**src/rtl/rs_pkg.sv**
```systemverilog
package rs_pkg;

  typedef enum logic [1:0] {
    IST_PAUSE,
    IST_WAKE,
    IST_RUN
  } init_st_e;

  typedef enum logic [2:0] {
    SQ_IDLE,
    SQ_SETUP,
    SQ_HOLD,
    SQ_TAIL,
    SQ_SELF,
    SQ_PRE
  } seq_st_e;

  typedef struct packed {
    logic ras_n;
    logic cas_n;
  } strobe_t;

  // Strobe levels belonging to each sequencer stage.
  function automatic strobe_t strobe_of(seq_st_e s);
    strobe_t v;
    case (s)
      SQ_SETUP: v = '{ras_n: 1'b1, cas_n: 1'b0};
      SQ_HOLD:  v = '{ras_n: 1'b0, cas_n: 1'b0};
      SQ_SELF:  v = '{ras_n: 1'b0, cas_n: 1'b0};
      SQ_TAIL:  v = '{ras_n: 1'b0, cas_n: 1'b1};
      default:  v = '{ras_n: 1'b1, cas_n: 1'b1};
    endcase
    return v;
  endfunction

endpackage

```
**src/rtl/rs_interval.sv**
```systemverilog
// Free-running interval timer; one-cycle tick each INTERVAL_CYC cycles while run is high.
module rs_interval #(
  parameter int INTERVAL_CYC = 1562
) (
  input  logic clk,
  input  logic rst,
  input  logic run,
  output logic tick
);
  localparam int TW = (INTERVAL_CYC > 2) ? $clog2(INTERVAL_CYC) : 1;
  localparam logic [TW-1:0] LAST = TW'(INTERVAL_CYC - 1);

  logic [TW-1:0] tcnt;

  assign tick = run && (tcnt == LAST);

  always_ff @(posedge clk) begin
    if (rst || !run) begin
      tcnt <= '0;
    end else if (tcnt == LAST) begin
      tcnt <= '0;
    end else begin
      tcnt <= tcnt + 1'b1;
    end
  end
endmodule

```
**src/rtl/rs_owed.sv**
```systemverilog
// Saturating owed-refresh counter with overrun detection.
module rs_owed #(
  parameter int OWED_MAX = 8
) (
  input  logic                           clk,
  input  logic                           rst,
  input  logic                           run,
  input  logic                           inc,
  input  logic                           dec,
  input  logic                           clr,
  output logic [$clog2(OWED_MAX+1)-1:0]  owed,
  output logic                           at_max,
  output logic                           overrun
);
  localparam int OW = $clog2(OWED_MAX + 1);
  localparam logic [OW-1:0] FULL = OW'(OWED_MAX);

  logic take;

  assign at_max  = (owed == FULL);
  assign take    = dec && (owed != '0);
  assign overrun = run && inc && at_max && !take;

  always_ff @(posedge clk) begin
    if (rst || clr || overrun) begin
      owed <= '0;
    end else if (run) begin
      case ({inc, take})
        2'b10:   if (!at_max) owed <= owed + 1'b1;
        2'b01:   owed <= owed - 1'b1;
        default: owed <= owed;
      endcase
    end
  end
endmodule

```
**src/rtl/rs_strobe.sv**
```systemverilog
// CAS-before-RAS strobe sequencer, with optional self-refresh hold.
module rs_strobe
  import rs_pkg::*;
#(
  parameter int CSR_CYC  = 1,
  parameter int CHR_CYC  = 1,
  parameter int RAS_CYC  = 5,
  parameter int RP_CYC   = 4,
  parameter int SELF_CYC = 10000,
  parameter int RPS_CYC  = 11,
  parameter int NCAS     = 2
) (
  input  logic            clk,
  input  logic            rst,
  input  logic            start,
  input  logic            self_mode,
  input  logic            self_req,
  output logic            ras_n,
  output logic [NCAS-1:0] cas_n,
  output logic            busy,
  output logic            in_self,
  output logic            self_cyc,
  output logic            done
);
  localparam int M1   = (CSR_CYC > CHR_CYC) ? CSR_CYC : CHR_CYC;
  localparam int M2   = (RAS_CYC > RP_CYC) ? RAS_CYC : RP_CYC;
  localparam int M3   = (SELF_CYC > RPS_CYC) ? SELF_CYC : RPS_CYC;
  localparam int M12  = (M1 > M2) ? M1 : M2;
  localparam int MAXL = (M12 > M3) ? M12 : M3;
  localparam int CW   = $clog2(MAXL + 1);

  localparam logic [CW-1:0] CSR_L  = CW'(CSR_CYC - 1);
  localparam logic [CW-1:0] CHR_L  = CW'(CHR_CYC - 1);
  localparam logic [CW-1:0] RAS_L  = CW'(RAS_CYC - 1);
  localparam logic [CW-1:0] RP_L   = CW'(RP_CYC - 1);
  localparam logic [CW-1:0] SELF_L = CW'(SELF_CYC - 1);
  localparam logic [CW-1:0] RPS_L  = CW'(RPS_CYC - 1);

  seq_st_e       st, st_d;
  logic [CW-1:0] cnt, cnt_d;
  logic          self_l;
  logic [CW-1:0] pre_last;
  strobe_t       lv_d;
  logic          cas_q;

  assign pre_last = self_l ? RPS_L : RP_L;
  assign done     = (st == SQ_PRE) && (cnt == pre_last);
  assign self_cyc = self_l;

  always_comb begin
    st_d  = st;
    cnt_d = cnt + 1'b1;
    case (st)
      SQ_IDLE: begin
        cnt_d = '0;
        if (start) st_d = SQ_SETUP;
      end
      SQ_SETUP: if (cnt == CSR_L) begin
        st_d  = SQ_HOLD;
        cnt_d = '0;
      end
      SQ_HOLD: if (cnt == CHR_L) begin
        st_d  = self_l ? SQ_SELF : SQ_TAIL;
        cnt_d = '0;
      end
      SQ_TAIL: if (cnt == RAS_L) begin
        st_d  = SQ_PRE;
        cnt_d = '0;
      end
      SQ_SELF: if (cnt == SELF_L) begin
        cnt_d = cnt;
        if (!self_req) begin
          st_d  = SQ_PRE;
          cnt_d = '0;
        end
      end
      SQ_PRE: if (cnt == pre_last) begin
        st_d  = SQ_IDLE;
        cnt_d = '0;
      end
      default: begin
        st_d  = SQ_IDLE;
        cnt_d = '0;
      end
    endcase
  end

  assign lv_d = strobe_of(st_d);

  always_ff @(posedge clk) begin
    if (rst) begin
      st      <= SQ_IDLE;
      cnt     <= '0;
      self_l  <= 1'b0;
      ras_n   <= 1'b1;
      cas_q   <= 1'b1;
      busy    <= 1'b0;
      in_self <= 1'b0;
    end else begin
      st      <= st_d;
      cnt     <= cnt_d;
      ras_n   <= lv_d.ras_n;
      cas_q   <= lv_d.cas_n;
      busy    <= (st_d != SQ_IDLE);
      in_self <= (st_d == SQ_SELF);
      if (st == SQ_IDLE && start) self_l <= self_mode;
    end
  end

  // Every byte-lane column strobe follows the same registered level.
  for (genvar g = 0; g < NCAS; g++) begin : g_cas
    assign cas_n[g] = cas_q;
  end
endmodule

```
**src/rtl/rs_sched.sv**
```systemverilog
// Top: power-up pause, wake-up cycles, distributed refresh with owed count.
module rs_sched
  import rs_pkg::*;
#(
  parameter int CLK_MHZ      = 100,
  parameter int PAUSE_CYC    = CLK_MHZ * 200,
  parameter int INTERVAL_CYC = (CLK_MHZ * 8000) / 512,
  parameter int WAKE_CNT     = 8,
  parameter int OWED_MAX     = 8,
  parameter int CSR_CYC      = 1,
  parameter int CHR_CYC      = 1,
  parameter int RAS_CYC      = 5,
  parameter int RP_CYC       = 4,
  parameter int SELF_CYC     = CLK_MHZ * 100,
  parameter int RPS_CYC      = 11,
  parameter int NCAS         = 2
) (
  input  logic                          clk,
  input  logic                          rst,
  input  logic                          ref_grant,
  input  logic                          self_req,
  output logic                          ref_req,
  output logic                          ref_urgent,
  output logic                          init_done,
  output logic [$clog2(OWED_MAX+1)-1:0] owed_cnt,
  output logic                          busy,
  output logic                          self_active,
  output logic                          ras_n,
  output logic [NCAS-1:0]               cas_n
);
  localparam int PW = (PAUSE_CYC > 2) ? $clog2(PAUSE_CYC) : 1;
  localparam int WW = $clog2(WAKE_CNT + 1);
  localparam logic [PW-1:0] P_LAST = PW'(PAUSE_CYC - 1);
  localparam logic [WW-1:0] W_LAST = WW'(WAKE_CNT - 1);

  init_st_e      st;
  logic [PW-1:0] pcnt;
  logic [WW-1:0] wcnt;
  logic          run, tick, start, seq_done, seq_self, self_busy;
  logic          owed_full, overrun;

  assign run       = (st == IST_RUN);
  assign ref_req   = !busy && ((st == IST_WAKE) || (run && owed_cnt != '0));
  assign start     = ref_req && ref_grant;
  assign self_busy = busy && seq_self;
  assign ref_urgent = owed_full;

  rs_interval #(.INTERVAL_CYC(INTERVAL_CYC)) u_tmr (
    .clk (clk),
    .rst (rst),
    .run (run),
    .tick(tick)
  );

  rs_owed #(.OWED_MAX(OWED_MAX)) u_owed (
    .clk    (clk),
    .rst    (rst),
    .run    (run),
    .inc    (tick && !self_busy),
    .dec    (seq_done && !seq_self),
    .clr    (seq_done && seq_self),
    .owed   (owed_cnt),
    .at_max (owed_full),
    .overrun(overrun)
  );

  rs_strobe #(
    .CSR_CYC (CSR_CYC),
    .CHR_CYC (CHR_CYC),
    .RAS_CYC (RAS_CYC),
    .RP_CYC  (RP_CYC),
    .SELF_CYC(SELF_CYC),
    .RPS_CYC (RPS_CYC),
    .NCAS    (NCAS)
  ) u_seq (
    .clk      (clk),
    .rst      (rst),
    .start    (start),
    .self_mode(self_req && run),
    .self_req (self_req),
    .ras_n    (ras_n),
    .cas_n    (cas_n),
    .busy     (busy),
    .in_self  (self_active),
    .self_cyc (seq_self),
    .done     (seq_done)
  );

  always_ff @(posedge clk) begin
    if (rst) begin
      st        <= IST_PAUSE;
      pcnt      <= '0;
      wcnt      <= '0;
      init_done <= 1'b0;
    end else begin
      case (st)
        IST_PAUSE: begin
          if (pcnt == P_LAST) st <= IST_WAKE;
          else                pcnt <= pcnt + 1'b1;
        end
        IST_WAKE: begin
          if (seq_done) begin
            if (wcnt == W_LAST) begin
              st        <= IST_RUN;
              init_done <= 1'b1;
              wcnt      <= '0;
            end else begin
              wcnt <= wcnt + 1'b1;
            end
          end
        end
        IST_RUN: begin
          if (overrun) begin
            st        <= IST_WAKE;
            init_done <= 1'b0;
            wcnt      <= '0;
          end
        end
        default: st <= IST_PAUSE;
      endcase
    end
  end
endmodule

```
**config.mk**
```make
export PLATFORM = sky130hd
export DESIGN_NAME = rs_sched
export DESIGN_NICKNAME = d
export VERILOG_FILES = /design/src/rtl/rs_pkg.sv /design/src/rtl/rs_interval.sv /design/src/rtl/rs_owed.sv /design/src/rtl/rs_strobe.sv /design/src/rtl/rs_sched.sv
export SDC_FILE = /design/constraint.sdc
export NUM_CORES = 1
export LEC_CHECK = 0
export BUFFER_PORTS_ARGS = -buffer_cell sky130_fd_sc_hd__buf_2
export CAP_MARGIN = 10
export CORE_ASPECT_RATIO = 0.6
export CORE_UTILIZATION = 25
export CTS_BUF_LIST = sky130_fd_sc_hd__clkbuf_8
export DETAILED_ROUTE_END_ITERATION = 10
export PLACE_DENSITY_LB_ADDON = 0.2
export SYNTH_ARGS = -nofsm -noshare
export SYNTH_HDL_FRONTEND = slang
export SYNTH_HIERARCHICAL = 1
export SYNTH_SLANG_ARGS = --single-unit
export TNS_END_PERCENT = 50
```
**constraint.sdc**
```tcl
create_clock -name clk -period 3.81 [get_ports clk]
set_input_delay 0.5715 -clock clk [delete_from_list [all_inputs] [get_ports clk]]
set_output_delay 0.5715 -clock clk [all_outputs]
set_load 0.03 [all_outputs]
```
==> impl_results.md <==
- Achievable frequency: ~0.31 GHz
- Drt pass-1 iters: 5
- Clock power frac: between 40 and 50%
- Core Footprint: about 13000 um2
- Total gr overflow: 0
- I/O pin total: 16
- Switching portion of total power: around 23%
- Clk_lat worst skew: between 0.3 and 0.4 ns
- Worst hold slack: approximately 0.50 ns
- Syn Area/Cell: approximately 8.7 um2
- Wirelength, routed: roughly 8000 um
- Ys flop type: dfxtp_1
- Mapped cell area: about 3400 um2
- Status: finished clean
- Final worst path period need: about 3.2 ns
- H-tree levels: 3
- Sequential Power Share: between 40% and 50%
- Initial Util: about a quarter
- Fin Setup TNS: 0 ns
- Kind of critical path: flip-flop to flip-flop
- Post-synthesis cell type count: between 70 and 80
- Comb power frac: under 10%
- Pwr Density: around 330 nW/um2
- Final Skew: around 0.016 ns
- Root Driver: clkbuf_8
- Overall power: between 1000 and 1500 uW
- Hold crit path type: flip-flop to flip-flop
- Detailed placement HPWL: around 5800 um
- Final instance area: between 3000 and 4000 um2
- Post-synth EDFFs: 0
- Post-placement cell area: ~3600 um2
- Die X: around 150 um
- Area share of fa/ha/maj cells after synthesis: approximately 4.4%
- Final GP Congestion: approximately 0.81
- Commonest cells after routing, fill and taps aside: dfxtp_1 (59), nor2_1 (42), a21oi_1 (26)
- # hold bufs at CTS: 0
- R2R Setup Slk: 0.62 ns
- Register bit total from synthesis: 59
- Vias in the first global route: 2607
- Total GRT Usage: ~12%
- Post-route ant nets: 0
- Die height: between 90 and 100 um
- Num rows: 32
- Startpoint types: flip-flop
- DRC Markers: 0
- Register area share after synthesis: about a third
- DR vias: 2893
- R2R depth: 11
- Vias per inst: approximately 5.0
- Layout cells sized above 1: between 10% and 20%
- Post-Synth XOR/XNOR Area: roughly 5.3%
- CTS Sinks: slightly below 60
- Hold path depth: 2
- Post-synthesis simple-gate area fraction: between 30% and 40%
- Buffers on Ports: 15
- Syn Inst Count: about 390
- Pins Over Slew Limit: 0
- Worst IR Drop VDD: 0.000129 V
- Reg clk slew, reported paths: roughly 0.070 ns
- Clock Path Buffers: 2
- Diodes inserted: 0
- Largest net degree at the start of global routing: 34
- Worst slew margin: between 20% and 30%
- Area fraction in compound gates after synthesis: 16.6%
- Leak pwr: about 0.0013 uW
- Setup Buffers After CTS: 0
- FFs w/ async S/R, synth: 0%
- Worst path required time: about 4.1 ns
- Mux cell area share after synthesis: around 1.6%
- Global-route wire length before repair: about 13000 um
- Antenna violations before repair: 0
- Fin cells: 579
- Largest family of logic cells by synthesized area: simple AND/OR/NAND/NOR gates
- CTS tree: done
- Final hold vios: 0
- Syn nets: 410
- RSZ-0062 raised after global routing: false
- Crit-path max FO: 8
- Max-cap violations: 0
- Most common cell after layout, fill and taps aside: dfxtp_1
- Number of endpoints failing setup at the final stage: 0
- Part of the cycle the worst path needs: 83.8%
- Layout Nets: about 420
- Area growth syn-to-layout: 11.7%
- Routed length per instance: 13.9 um
- DRT iter0 DRCs: ~170
- TritonCTS buffer count: 9
- Worst-Margin Slew: 1.11 ns
- Crit end category: flip-flop
- Die area: 14300 um2
- CP arrival: 3.46 ns
- Ys Warns: 6
- Sw Pwr: 291 uW
- Dpl cells: 565
- Internal power of the cells: between 900 and 1000 uW
- CTS-repair resized insts: 0
-- sequential cells by signal, summed over array words and instances (netlist names) --
signal	count
u_seq/ras_n	1
u_seq/cnt	14
u_seq/in_self	1
u_tmr/tcnt	11
init_done	1
u_seq/self_cyc	1
u_seq/st	3
u_owed/owed	4
st	2
wcnt	4
pcnt	15
u_seq/cas_q	1
u_seq/busy	1
-- cells by family (layout without fill, tap and decap cells) --
| family | Yosys count | count (layout) |
|---|---|---|
| simple gates | 185 | 185 |
| compound gates | 80 | 80 |
| flops | 59 | 59 |
| buf+inv | 32 | 47 |
| xor+xnor | 21 | 21 |
| fa+ha+maj | 12 | 12 |
| mux | 5 | 5 |
-- cell type report --
class,instances,area [um2]
inverters,16,60.1
fillers,1409,9280
clock buffers,12,165
flip-flops and latches,59,1180
clock inverters,2,35.0
repair buffers,17,90.1
well taps,170,213
multi-input cells,303,2100
-- final timing paths --
path,startpoint,to
setup / recovery,u_tmr/tcnt[0]$_SDFF_PP0_,wcnt[3]$_SDFFE_PP0P_
hold / removal,wcnt[3]$_SDFFE_PP0P_,wcnt[3]$_SDFFE_PP0P_
setup reg to reg,u_tmr/tcnt[0]$_SDFF_PP0_,wcnt[3]$_SDFFE_PP0P_
hold reg to reg,wcnt[3]$_SDFFE_PP0P_,wcnt[3]$_SDFFE_PP0P_
-- power groups by stage --
stage	Sequential [uW]	Clock [uW]	Combinational, uW
3_3_place_gp	652	0	52.2
2_1_floorplan	650	0	36.7
6_report	638	593	52.2
5_1_grt	639	647	58.3
3_5_place_dp	651	0	52.2
4_1_cts	637	619	52.3
-- per-stage QoR --
| step | setup slack, ns | utilization [%] |
|---|---|---|
| 2_1_floorplan | 0.936 | - |
| 3_3_place_gp | 0.774 | 27.8 |
| 3_5_place_dp | 0.633 | 27.8 |
| 4_1_cts | 0.615 | 29.3 |
| 5_1_grt | 0.287 | 29.3 |
| 6_report | 0.616 | 29.3 |
-- synthesized netlist by cell type, drive strengths merged (2+ instances only) --
library cell / number / area share (%)
nor4: 8 / 2.8
a22oi: 2 / 0.58
nand3b: 7 / 1.6
nor2b: 8 / 1.9
ha: 12 / 4.4
and3: 4 / 0.91
or4: 11 / 2.6
a31oi: 4 / 0.91
nand2: 23 / 2.5
o41ai: 3 / 0.98
a41oi: 2 / 0.51
or2: 3 / 0.54
o21ai: 16 / 2.9
clkbuf: 6 / 0.94
mux2: 2 / 0.76
nor3b: 4 / 0.87
nand2b: 5 / 0.91
mux2i: 3 / 0.87
nor2: 42 / 4.6
o31ai: 11 / 2.8
xnor2: 11 / 2.8
a21oi: 28 / 4.3
dfxtp: 59 / 34
inv: 16 / 1.7
nand3: 20 / 3.2
nand4: 12 / 2.2
a21o: 2 / 0.47
nor3: 8 / 1.3
a211oi: 2 / 0.44
xor2: 10 / 2.5
or3: 6 / 1.1
nand4b: 3 / 0.76
and2: 7 / 1.3
buf: 10 / 1.9
and4: 3 / 0.84
or4b: 4 / 1.3
-- worst max-delay path: stages, from the launching register on --
cell      delay (ns)
dfxtp_1         0.40
ha_1            0.17
nand4b_1        0.13
nor4_1          0.24
and2_1          0.15
a21boi_0        0.36
nand3b_1        0.23
nor2_1          0.23
nor2b_4         0.07
or3_1           0.46
or4b_1          0.53
a21oi_1         0.15
-- routing by layer --
| metal | up-vias | wire length (um) | global-route usage [%] |
|---|---|---|---|
| li1 | 1472 | - | - |
| met1 | 1321 | 4570 | 18.7 |
| met2 | 94 | 2850 | 14.9 |
| met3 | 6 | 537 | 3.93 |
| met4 | 0 | 63 | 3.75 |
| met5 | - | 0 | 0 |
Power figures use the tool's default switching activity.
